**src/rtl/speck_pkg.sv**
```systemverilog
package speck_pkg;
    localparam int WORD      = 16;
    localparam int ROT_R     = 7;
    localparam int ROT_L     = 2;
    localparam int ROUNDS    = 22;
    localparam int KEY_WORDS = 4;

    typedef enum logic [1:0] {
        ST_IDLE,
        ST_RUN,
        ST_FIN
    } ctl_state_t;
endpackage

```
**src/rtl/round_timer.sv**
```systemverilog
module round_timer #(
    parameter int W      = 16,
    parameter int ROUNDS = 22,
    localparam int BW    = $clog2(W),
    localparam int RW    = $clog2(ROUNDS)
) (
    input  logic          clk,
    input  logic          rst_n,
    input  logic          clear,
    input  logic          en,
    output logic [BW-1:0] bit_idx,
    output logic [RW-1:0] rnd,
    output logic          word_end,
    output logic          last_round
);
    localparam logic [BW-1:0] LAST_BIT = BW'(W - 1);
    localparam logic [RW-1:0] LAST_RND = RW'(ROUNDS - 1);

    assign word_end   = (bit_idx == LAST_BIT);
    assign last_round = (rnd == LAST_RND);

    always_ff @(posedge clk or negedge rst_n) begin
        if (!rst_n) begin
            bit_idx <= '0;
            rnd     <= '0;
        end else if (clear) begin
            bit_idx <= '0;
            rnd     <= '0;
        end else if (en) begin
            if (word_end) begin
                bit_idx <= '0;
                rnd     <= last_round ? '0 : rnd + 1'b1;
            end else begin
                bit_idx <= bit_idx + 1'b1;
            end
        end
    end

    // bit position advances by exactly one per running clock inside a word
    assert_bit_step_R4: assert property (@(posedge clk) disable iff (!rst_n)
        (en && !clear && !word_end) |=> (bit_idx == $past(bit_idx) + 1'b1));

    // round index holds steady while a word is in progress
    assert_round_hold_R4: assert property (@(posedge clk) disable iff (!rst_n)
        (en && !clear && !word_end) |=> (rnd == $past(rnd)));
endmodule

```
**src/rtl/arx_serial_lane.sv**
```systemverilog
module arx_serial_lane #(
    parameter int W  = 16,
    parameter int A  = 7,
    parameter int B  = 2,
    localparam int BW = $clog2(W)
) (
    input  logic          clk,
    input  logic          rst_n,
    input  logic          en,
    input  logic [BW-1:0] bit_idx,
    input  logic          kbit,
    input  logic          ld_x,
    input  logic [W-1:0]  ld_x_val,
    input  logic          ld_y,
    input  logic [W-1:0]  ld_y_val,
    output logic          y_bit,
    output logic [W-1:0]  x_word,
    output logic [W-1:0]  y_word,
    output logic [W-1:0]  x_next
);
    localparam logic [BW-1:0] A_IDX = BW'(A);
    localparam logic [BW-1:0] B_IDX = BW'(B);

    // x is kept in two chains: the upper chain starts at bit A so that its
    // bottom cell is the right-rotated operand bit for the current position
    logic [W-1:A] xh_q, xh_n;
    logic [A-1:0] xl_q, xl_n;
    logic [W-1:0] y_q;
    logic [B-1:0] lag_q;      // bits of y already shifted out, kept B deep
    logic         carry_q;

    logic x_tap, cin, sum_b, x_new, y_old, y_new, carry_n;

    always_comb begin
        x_tap   = xh_q[A];
        cin     = (bit_idx == '0) ? 1'b0 : carry_q;
        sum_b   = x_tap ^ y_q[0] ^ cin;
        carry_n = (x_tap & y_q[0]) | (x_tap & cin) | (y_q[0] & cin);
        x_new   = sum_b ^ kbit;
        // the first B positions read the not-yet-overwritten top of y,
        // later positions read the lag copy
        y_old   = (bit_idx < B_IDX) ? y_q[W-B] : lag_q[B-1];
        y_new   = y_old ^ x_new;
        if (bit_idx < A_IDX) begin
            xl_n = {x_new, xl_q[A-1:1]};
            xh_n = {xl_q[0], xh_q[W-1:A+1]};
        end else begin
            xl_n = xl_q;
            xh_n = {x_new, xh_q[W-1:A+1]};
        end
    end

    assign y_bit  = y_q[0];
    assign x_word = {xh_q, xl_q};
    assign y_word = y_q;
    assign x_next = {xh_n, xl_n};

    always_ff @(posedge clk or negedge rst_n) begin
        if (!rst_n) begin
            xh_q <= '0;
            xl_q <= '0;
        end else if (ld_x) begin
            xh_q <= ld_x_val[W-1:A];
            xl_q <= ld_x_val[A-1:0];
        end else if (en) begin
            xh_q <= xh_n;
            xl_q <= xl_n;
        end
    end

    always_ff @(posedge clk or negedge rst_n) begin
        if (!rst_n) begin
            y_q     <= '0;
            lag_q   <= '0;
            carry_q <= 1'b0;
        end else if (ld_y) begin
            y_q     <= ld_y_val;
            lag_q   <= '0;
            carry_q <= 1'b0;
        end else if (en) begin
            y_q     <= {y_new, y_q[W-1:1]};
            lag_q   <= {lag_q[B-2:0], y_q[0]};
            carry_q <= carry_n;
        end
    end

    // a parallel load lands in the x word on the following cycle
    assert_load_x_R6: assert property (@(posedge clk) disable iff (!rst_n)
        ld_x |=> (x_word == $past(ld_x_val)));

    // a parallel load lands in the y word on the following cycle
    assert_load_y_R6: assert property (@(posedge clk) disable iff (!rst_n)
        ld_y |=> (y_word == $past(ld_y_val)));

    // the x word does not move while neither loading nor running
    assert_x_idle_R5: assert property (@(posedge clk) disable iff (!rst_n)
        (!en && !ld_x) |=> $stable(x_word));
endmodule

```
**src/rtl/speck_key_sched.sv**
```systemverilog
module speck_key_sched #(
    parameter int W      = 16,
    parameter int A      = 7,
    parameter int B      = 2,
    parameter int M      = 4,
    parameter int ROUNDS = 22,
    localparam int BW    = $clog2(W),
    localparam int RW    = $clog2(ROUNDS)
) (
    input  logic           clk,
    input  logic           rst_n,
    input  logic           ld,
    input  logic [M*W-1:0] key,
    input  logic           en,
    input  logic [BW-1:0]  bit_idx,
    input  logic [RW-1:0]  rnd,
    input  logic           word_end,
    output logic           rk_bit
);
    localparam int QD = M - 2;   // schedule words waiting behind the front word

    logic [W-1:0] lq_q [QD];
    logic [W-1:0] rnd_ext;
    logic [W-1:0] front_ld_val;
    logic [W-1:0] front_next;
    logic [W-1:0] front_word;
    logic [W-1:0] k_word;
    logic         front_ld;
    logic         idx_bit;

    assign rnd_ext      = W'(rnd);
    assign idx_bit      = rnd_ext[bit_idx];
    assign front_ld     = ld | (en & word_end);
    assign front_ld_val = ld ? key[2*W-1:W] : lq_q[0];

    // front word plays x, the running round key plays y, the round index is the key
    arx_serial_lane #(.W(W), .A(A), .B(B)) u_lane (
        .clk      (clk),
        .rst_n    (rst_n),
        .en       (en),
        .bit_idx  (bit_idx),
        .kbit     (idx_bit),
        .ld_x     (front_ld),
        .ld_x_val (front_ld_val),
        .ld_y     (ld),
        .ld_y_val (key[W-1:0]),
        .y_bit    (rk_bit),
        .x_word   (front_word),
        .y_word   (k_word),
        .x_next   (front_next)
    );

    always_ff @(posedge clk or negedge rst_n) begin
        if (!rst_n) begin
            for (int j = 0; j < QD; j++) lq_q[j] <= '0;
        end else if (ld) begin
            for (int j = 0; j < QD; j++) lq_q[j] <= key[(j+2)*W +: W];
        end else if (en && word_end) begin
            for (int j = 0; j < QD - 1; j++) lq_q[j] <= lq_q[j+1];
            lq_q[QD-1] <= front_next;
        end
    end

    // on a word boundary the old second queue entry becomes the front word
    assert_queue_advance_R3: assert property (@(posedge clk) disable iff (!rst_n)
        (en && word_end && !ld) |=> (front_word == $past(lq_q[0])));

    // the schedule queue is frozen inside a word
    assert_queue_hold_R3: assert property (@(posedge clk) disable iff (!rst_n)
        (!ld && !(en && word_end)) |=> (lq_q[QD-1] == $past(lq_q[QD-1])));
endmodule

```
**src/rtl/speck32_serial_enc.sv**
```systemverilog
module speck32_serial_enc
    import speck_pkg::*;
#(
    parameter int W       = speck_pkg::WORD,
    parameter int A       = speck_pkg::ROT_R,
    parameter int B       = speck_pkg::ROT_L,
    parameter int ROUNDS  = speck_pkg::ROUNDS,
    parameter int M       = speck_pkg::KEY_WORDS,
    localparam int BW     = $clog2(W),
    localparam int RW     = $clog2(ROUNDS)
) (
    input  logic           clk,
    input  logic           rst_n,
    input  logic           start,
    input  logic [2*W-1:0] plaintext,
    input  logic [M*W-1:0] key,
    output logic [2*W-1:0] ciphertext,
    output logic           done
);
    ctl_state_t    st_q, st_n;
    logic          accept, running;
    logic [BW-1:0] bit_idx;
    logic [RW-1:0] rnd;
    logic          word_end, last_round;
    logic          rk_bit;
    logic [W-1:0]  dx_word, dy_word, dx_next;

    // next-state logic
    always_comb begin
        st_n = st_q;
        unique case (st_q)
            ST_IDLE: if (start) st_n = ST_RUN;
            ST_RUN:  if (word_end && last_round) st_n = ST_FIN;
            ST_FIN:  st_n = ST_IDLE;
            default: st_n = ST_IDLE;
        endcase
    end

    // state register
    always_ff @(posedge clk or negedge rst_n) begin
        if (!rst_n) st_q <= ST_IDLE;
        else        st_q <= st_n;
    end

    assign accept  = (st_q == ST_IDLE) && start;
    assign running = (st_q == ST_RUN);

    // output register
    always_ff @(posedge clk or negedge rst_n) begin
        if (!rst_n) begin
            done       <= 1'b0;
            ciphertext <= '0;
        end else begin
            done <= (st_q == ST_FIN);
            if (st_q == ST_FIN) ciphertext <= {dx_word, dy_word};
        end
    end

    round_timer #(.W(W), .ROUNDS(ROUNDS)) u_timer (
        .clk        (clk),
        .rst_n      (rst_n),
        .clear      (accept),
        .en         (running),
        .bit_idx    (bit_idx),
        .rnd        (rnd),
        .word_end   (word_end),
        .last_round (last_round)
    );

    speck_key_sched #(.W(W), .A(A), .B(B), .M(M), .ROUNDS(ROUNDS)) u_ksched (
        .clk      (clk),
        .rst_n    (rst_n),
        .ld       (accept),
        .key      (key),
        .en       (running),
        .bit_idx  (bit_idx),
        .rnd      (rnd),
        .word_end (word_end),
        .rk_bit   (rk_bit)
    );

    arx_serial_lane #(.W(W), .A(A), .B(B)) u_data (
        .clk      (clk),
        .rst_n    (rst_n),
        .en       (running),
        .bit_idx  (bit_idx),
        .kbit     (rk_bit),
        .ld_x     (accept),
        .ld_x_val (plaintext[2*W-1:W]),
        .ld_y     (accept),
        .ld_y_val (plaintext[W-1:0]),
        .y_bit    (),
        .x_word   (dx_word),
        .y_word   (dy_word),
        .x_next   (dx_next)
    );

    // done never lasts two cycles
    assert_done_pulse_R7: assert property (@(posedge clk) disable iff (!rst_n)
        done |=> !done);

    // the ciphertext only moves together with done
    assert_ct_hold_R7: assert property (@(posedge clk) disable iff (!rst_n)
        (ciphertext != $past(ciphertext)) |-> done);

    // a run is not interrupted by start before its last bit
    assert_busy_ignore_R5: assert property (@(posedge clk) disable iff (!rst_n)
        (running && !(word_end && last_round)) |=> (st_q == ST_RUN));

    // the last bit of the last round leads to the finish state, then to done
    assert_finish_R4: assert property (@(posedge clk) disable iff (!rst_n)
        (running && word_end && last_round) |=> (st_q == ST_FIN && !done));

    // done follows the finish state by one edge
    assert_done_after_fin_R4: assert property (@(posedge clk) disable iff (!rst_n)
        (st_q == ST_FIN) |=> done);
endmodule

```
**config.mk**
```make
export PLATFORM = sky130hd
export DESIGN_NAME = speck32_serial_enc
export DESIGN_NICKNAME = d
export VERILOG_FILES = /design/src/rtl/speck_pkg.sv /design/src/rtl/round_timer.sv /design/src/rtl/arx_serial_lane.sv /design/src/rtl/speck_key_sched.sv /design/src/rtl/speck32_serial_enc.sv
export SDC_FILE = /design/constraint.sdc
export NUM_CORES = 1
export LEC_CHECK = 0
export ABC_AREA = 1
export ABC_CLOCK_PERIOD_IN_PS = 1900
export BUFFER_PORTS_ARGS = -buffer_cell sky130_fd_sc_hd__buf_2
export CORE_MARGIN = 5
export CORE_UTILIZATION = 50
export DETAILED_ROUTE_END_ITERATION = 10
export PLACE_DENSITY = 0.74
export SLEW_MARGIN = 25
export SYNTH_ARGS = -nofsm -noshare
export SYNTH_HDL_FRONTEND = slang
export SYNTH_SLANG_ARGS = --single-unit
```
**constraint.sdc**
```tcl
create_clock -name clk -period 1.9 [get_ports clk]
set_clock_uncertainty 0.1 [all_clocks]
set_input_delay 0.19 -clock clk [delete_from_list [all_inputs] [get_ports clk]]
set_output_delay 0.19 -clock clk [all_outputs]
set_load 0.02 [all_outputs]
```
==> results.sh <==
export IMPL_status="finished with violations"
export IMPL_violations="negative setup slack"
export IMPL_clkPwrFrac=0.472
export IMPL_p_seq_frac=0.454
export IMPL_synth_edf_count=0
export IMPL_antenna_found_initial=0
export IMPL_synth_net_count=873
export IMPL_setup_viol=20
export IMPL_min_period_over_period=1.024
export IMPL_rsz0062_at_grt="yes"
export IMPL_synth_seq_cells=146
export IMPL_p_sw_frac=0.2217
export IMPL_vias_per_cell=5.231
export IMPL_yosys_warnings=0
export IMPL_dp_hpwl_um=10570
export IMPL_cts_tree="built"
export IMPL_final_area_um2=9268
export IMPL_crit_type="register to register"
export IMPL_layout_min_cycle_time_ps=1945
export IMPL_wl_met3_um=1153
export IMPL_grt_pass1_wl_um=28680
export IMPL_yosysTopAreaCell="dfrtp_1"
export IMPL_grt_max_degree=74
export IMPL_timing_slew_headroom=0.6984
export IMPL_layout_drive_gt1_share=0.2325
export IMPL_root_buffer="clkbuf_16"
export IMPL_irDropWorstVdd_v=0.0007158
export IMPL_crit_path_end_kind="register"
export IMPL_nets=1094
export IMPL_synth_area_top_cells="dfrtp_1 55%, nand2_1 14%, o221ai_1 6.5%"
export IMPL_yosysSeqAreaShare=0.5452
export IMPL_io_pins=132
export IMPL_detail_route_wl_per_cell_um=15.23
export IMPL_dp_slack_ps=-42.74
export IMPL_gp_congestion=0.8112
export IMPL_start_util=0.5081
export IMPL_wl_met2_um=8610
export IMPL_topRoutingLayerUsed="met4"
export IMPL_power_density_nw_per_um2=765.6
export IMPL_hold_class="input port to register"
export IMPL_met1_length_um=7865
export IMPL_rows=42
export IMPL_hold_violations=0
export IMPL_clock_latency_ps=420
export IMPL_syn_cell_area_um2=6701
export IMPL_crit_fanout=9
export IMPL_clkTransAtPathRegs_ps=60
export IMPL_internal_power_mw=5.522
export IMPL_p_leak_nw=4.550
export IMPL_fp_dieW_um=125.8
export IMPL_drt_initial_drc_count=387
export IMPL_drt_total_wl_um=17960
export IMPL_grt_pass1_vias=5929
export IMPL_async_reset_ff_frac=1.000
export IMPL_clock_sinks=146
export IMPL_syn_avg_cell_area_um2=8.726
export IMPL_die_area_um2=15820
export IMPL_fill_cells=984
export IMPL_maxCapViolCount=0
export IMPL_track_usage=0.2206
export IMPL_core_area_um2=13190
export IMPL_numCtsBuffers=17
export IMPL_antenna_left=0
export IMPL_yosysUniqueCellTypes=37
export IMPL_worst_ep_required_time_ps=2140
export IMPL_fin_ws_ps=-44.72
export IMPL_crit_path_start_kind="register"
export IMPL_finalMaxSlewViolations=0
export IMPL_tns_ps=-535.3
export IMPL_vias=6167
export IMPL_fp_dieH_um=125.8
export IMPL_postSynthCellCount=768
export IMPL_synth_top_flop_cell="dfrtp_1"
export IMPL_arrival_ps=2180
export IMPL_power_switching_mw=1.573
export IMPL_cts_buffer_depth=2
export IMPL_htreeDepth=4
export IMPL_yosysTopAreaCellShare=0.5452
export IMPL_drcViolationCount=0
export IMPL_comb_power_share=0.074
export IMPL_tightest_slew_ps=452.4
export IMPL_port_buffers=131
export IMPL_dpl_instance_area_um2=7655
export IMPL_first_pass_iters=5
export IMPL_syn2layout_area_growth_pct=38.29
export IMPL_clock_fmax_ghz=0.5142
export IMPL_globalRouteOverflowTotal=0
final cells by class:
type	count	area, um2	share of cell area
Sequential cell	146	3654	0.3942
Multi-Input combinational cell	499	2597	0.2803
Clock inverter	11	126.4	0.01364
Inverter	79	301.5	0.03254
Timing Repair inverter	1	6.256	0.0006750
Antenna cell	1	2.502	0.0002700
Tap cell	176	220.2	0.02376
Clock buffer	21	470.5	0.05076
Timing Repair Buffer	245	1889	0.2039
cell families (layout without fill, tap and decap cells):
kind of cell               after synthesis  after routing  share of synthesized area
AOI/OAI and AO/OA                      157            157                     0.1606
xor gates and xnor gates                 2              2                   0.002614
adders and majority gates                6              6                    0.01344
buffers and inverters                  123            357                    0.07954
DFF                                    146            146                     0.5452
muxes                                    1              1                   0.001494
other                                    0              1                          0
and+or+nand+nor                        333            333                     0.1972
synth_stat cells, types with 5 or more instances:
master and instances:
nand2_1 255, buf_6 5, clkbuf_1 18, nand3_1 22, o221ai_1 50, dfrtp_1 146, inv_1 74, o21a_1 6
o21ai_0 48, inv_2 5, nor2_1 39, buf_2 15, a31oi_1 24, a21oi_1 10, o22ai_1 7
per-stage QoR:
step	hold WS [ps]	cells	util	power, mW
floorplan	-205.6	768	-	3.446
global placement	57.49	1055	0.5803	3.663
global route	20.92	1178	0.7024	7.353
detailed placement	54.52	1055	0.5803	3.668
finish	14.00	1179	0.7026	7.096
CTS	2.917	1168	0.6880	7.137
worst max-delay path: stages (launching register included):
cell	delay [ps]
dfrtp_1	360
buf_4	150
ha_2	180
nand2_2	60
inv_2	70
nand2_4	60
o21ai_4	320
buf_6	210
clkbuf_16	170
nor2_1	40
a31oi_1	130
metal layers:
metal / vias to the layer above / global-route usage
li1: 2999 / -
met1: 2931 / 0.2981
met2: 206 / 0.3543
met3: 31 / 0.05588
met4: 0 / 0.06751
met5: - / 0
placed cells by master, fill, tap and decap left out, types with 3 or more instances in the layout:
cell,synthesis,routed
a21oi_1,10,9
a21oi_2,2,3
a31oi_1,24,24
buf_12,0,10
buf_2,15,130
buf_4,4,19
buf_6,5,4
clkbuf_16,0,19
clkbuf_8,0,3
clkinvlp_4,0,4
dfrtp_1,146,146
dlygate4sd3_1,0,80
inv_1,74,71
inv_2,5,7
nand2_1,255,250
nand2_2,4,8
nand3_1,22,20
nand4_1,3,3
nor2_1,39,39
o211ai_1,4,4
o21a_1,6,6
o21ai_0,48,46
o21ai_1,1,3
o221ai_1,50,50
o22ai_1,7,7
repair_timing:
item / 4_1_cts / 5_1_grt
gates cloned: 0 / 6
endpoints found under the setup margin: 6 / 38
hold buffers: 80 / 0
pin swaps: 1 / 8
setup buffers: 1 / 4
endpoints found under the hold margin: 142 / 0
gates resized for setup: 4 / 22
power groups by stage:
stage | Combinational, mW | Clock, mW | Sequential, mW
CTS | 0.522 | 3.40 | 3.22
floorplan | 0.179 | 0 | 3.27
global placement | 0.391 | 0 | 3.27
global route | 0.595 | 3.53 | 3.22
finish | 0.528 | 3.35 | 3.22
detailed placement | 0.394 | 0 | 3.27
final timing paths:
check / start / endpoint / slack [ps] / cells past startpoint
min in group asynchronous: rst_n / ciphertext[28]$_DFFE_PN0P_ / 180 / 2
hold reg to reg: ciphertext[18]$_DFFE_PN0P_ / ciphertext[18]$_DFFE_PN0P_ / 370 / 2
hold / removal: key[48] / u_ksched.lq_q[0]$_DFFE_PN0N_ / 10 / 4
setup / recovery: u_timer.bit_idx[0]$_DFFE_PN0P_ / u_ksched.lq_q[19]$_DFFE_PN0N_ / -40 / 10
max in group asynchronous: rst_n / ciphertext[4]$_DFFE_PN0P_ / 870 / 3
setup reg to reg: u_timer.bit_idx[0]$_DFFE_PN0P_ / u_ksched.lq_q[19]$_DFFE_PN0N_ / -40 / 10
registers in the layout, summed over array words and instances (netlist names):
register and flops:
u_timer.bit_idx 4, u_data.xl_q 7, done 1, u_data.carry_q 1, u_data.lag_q 2, u_data.y_word 16
u_ksched.u_lane.xl_q 7, u_ksched.u_lane.lag_q 2, u_ksched.lq_q 32, u_data.xh_q 9, ciphertext 32, u_ksched.u_lane.xh_q 9
st_q 2, u_ksched.u_lane.y_word 16, u_ksched.u_lane.carry_q 1, u_timer.rnd 5
Power figures use the tool's default switching activity.
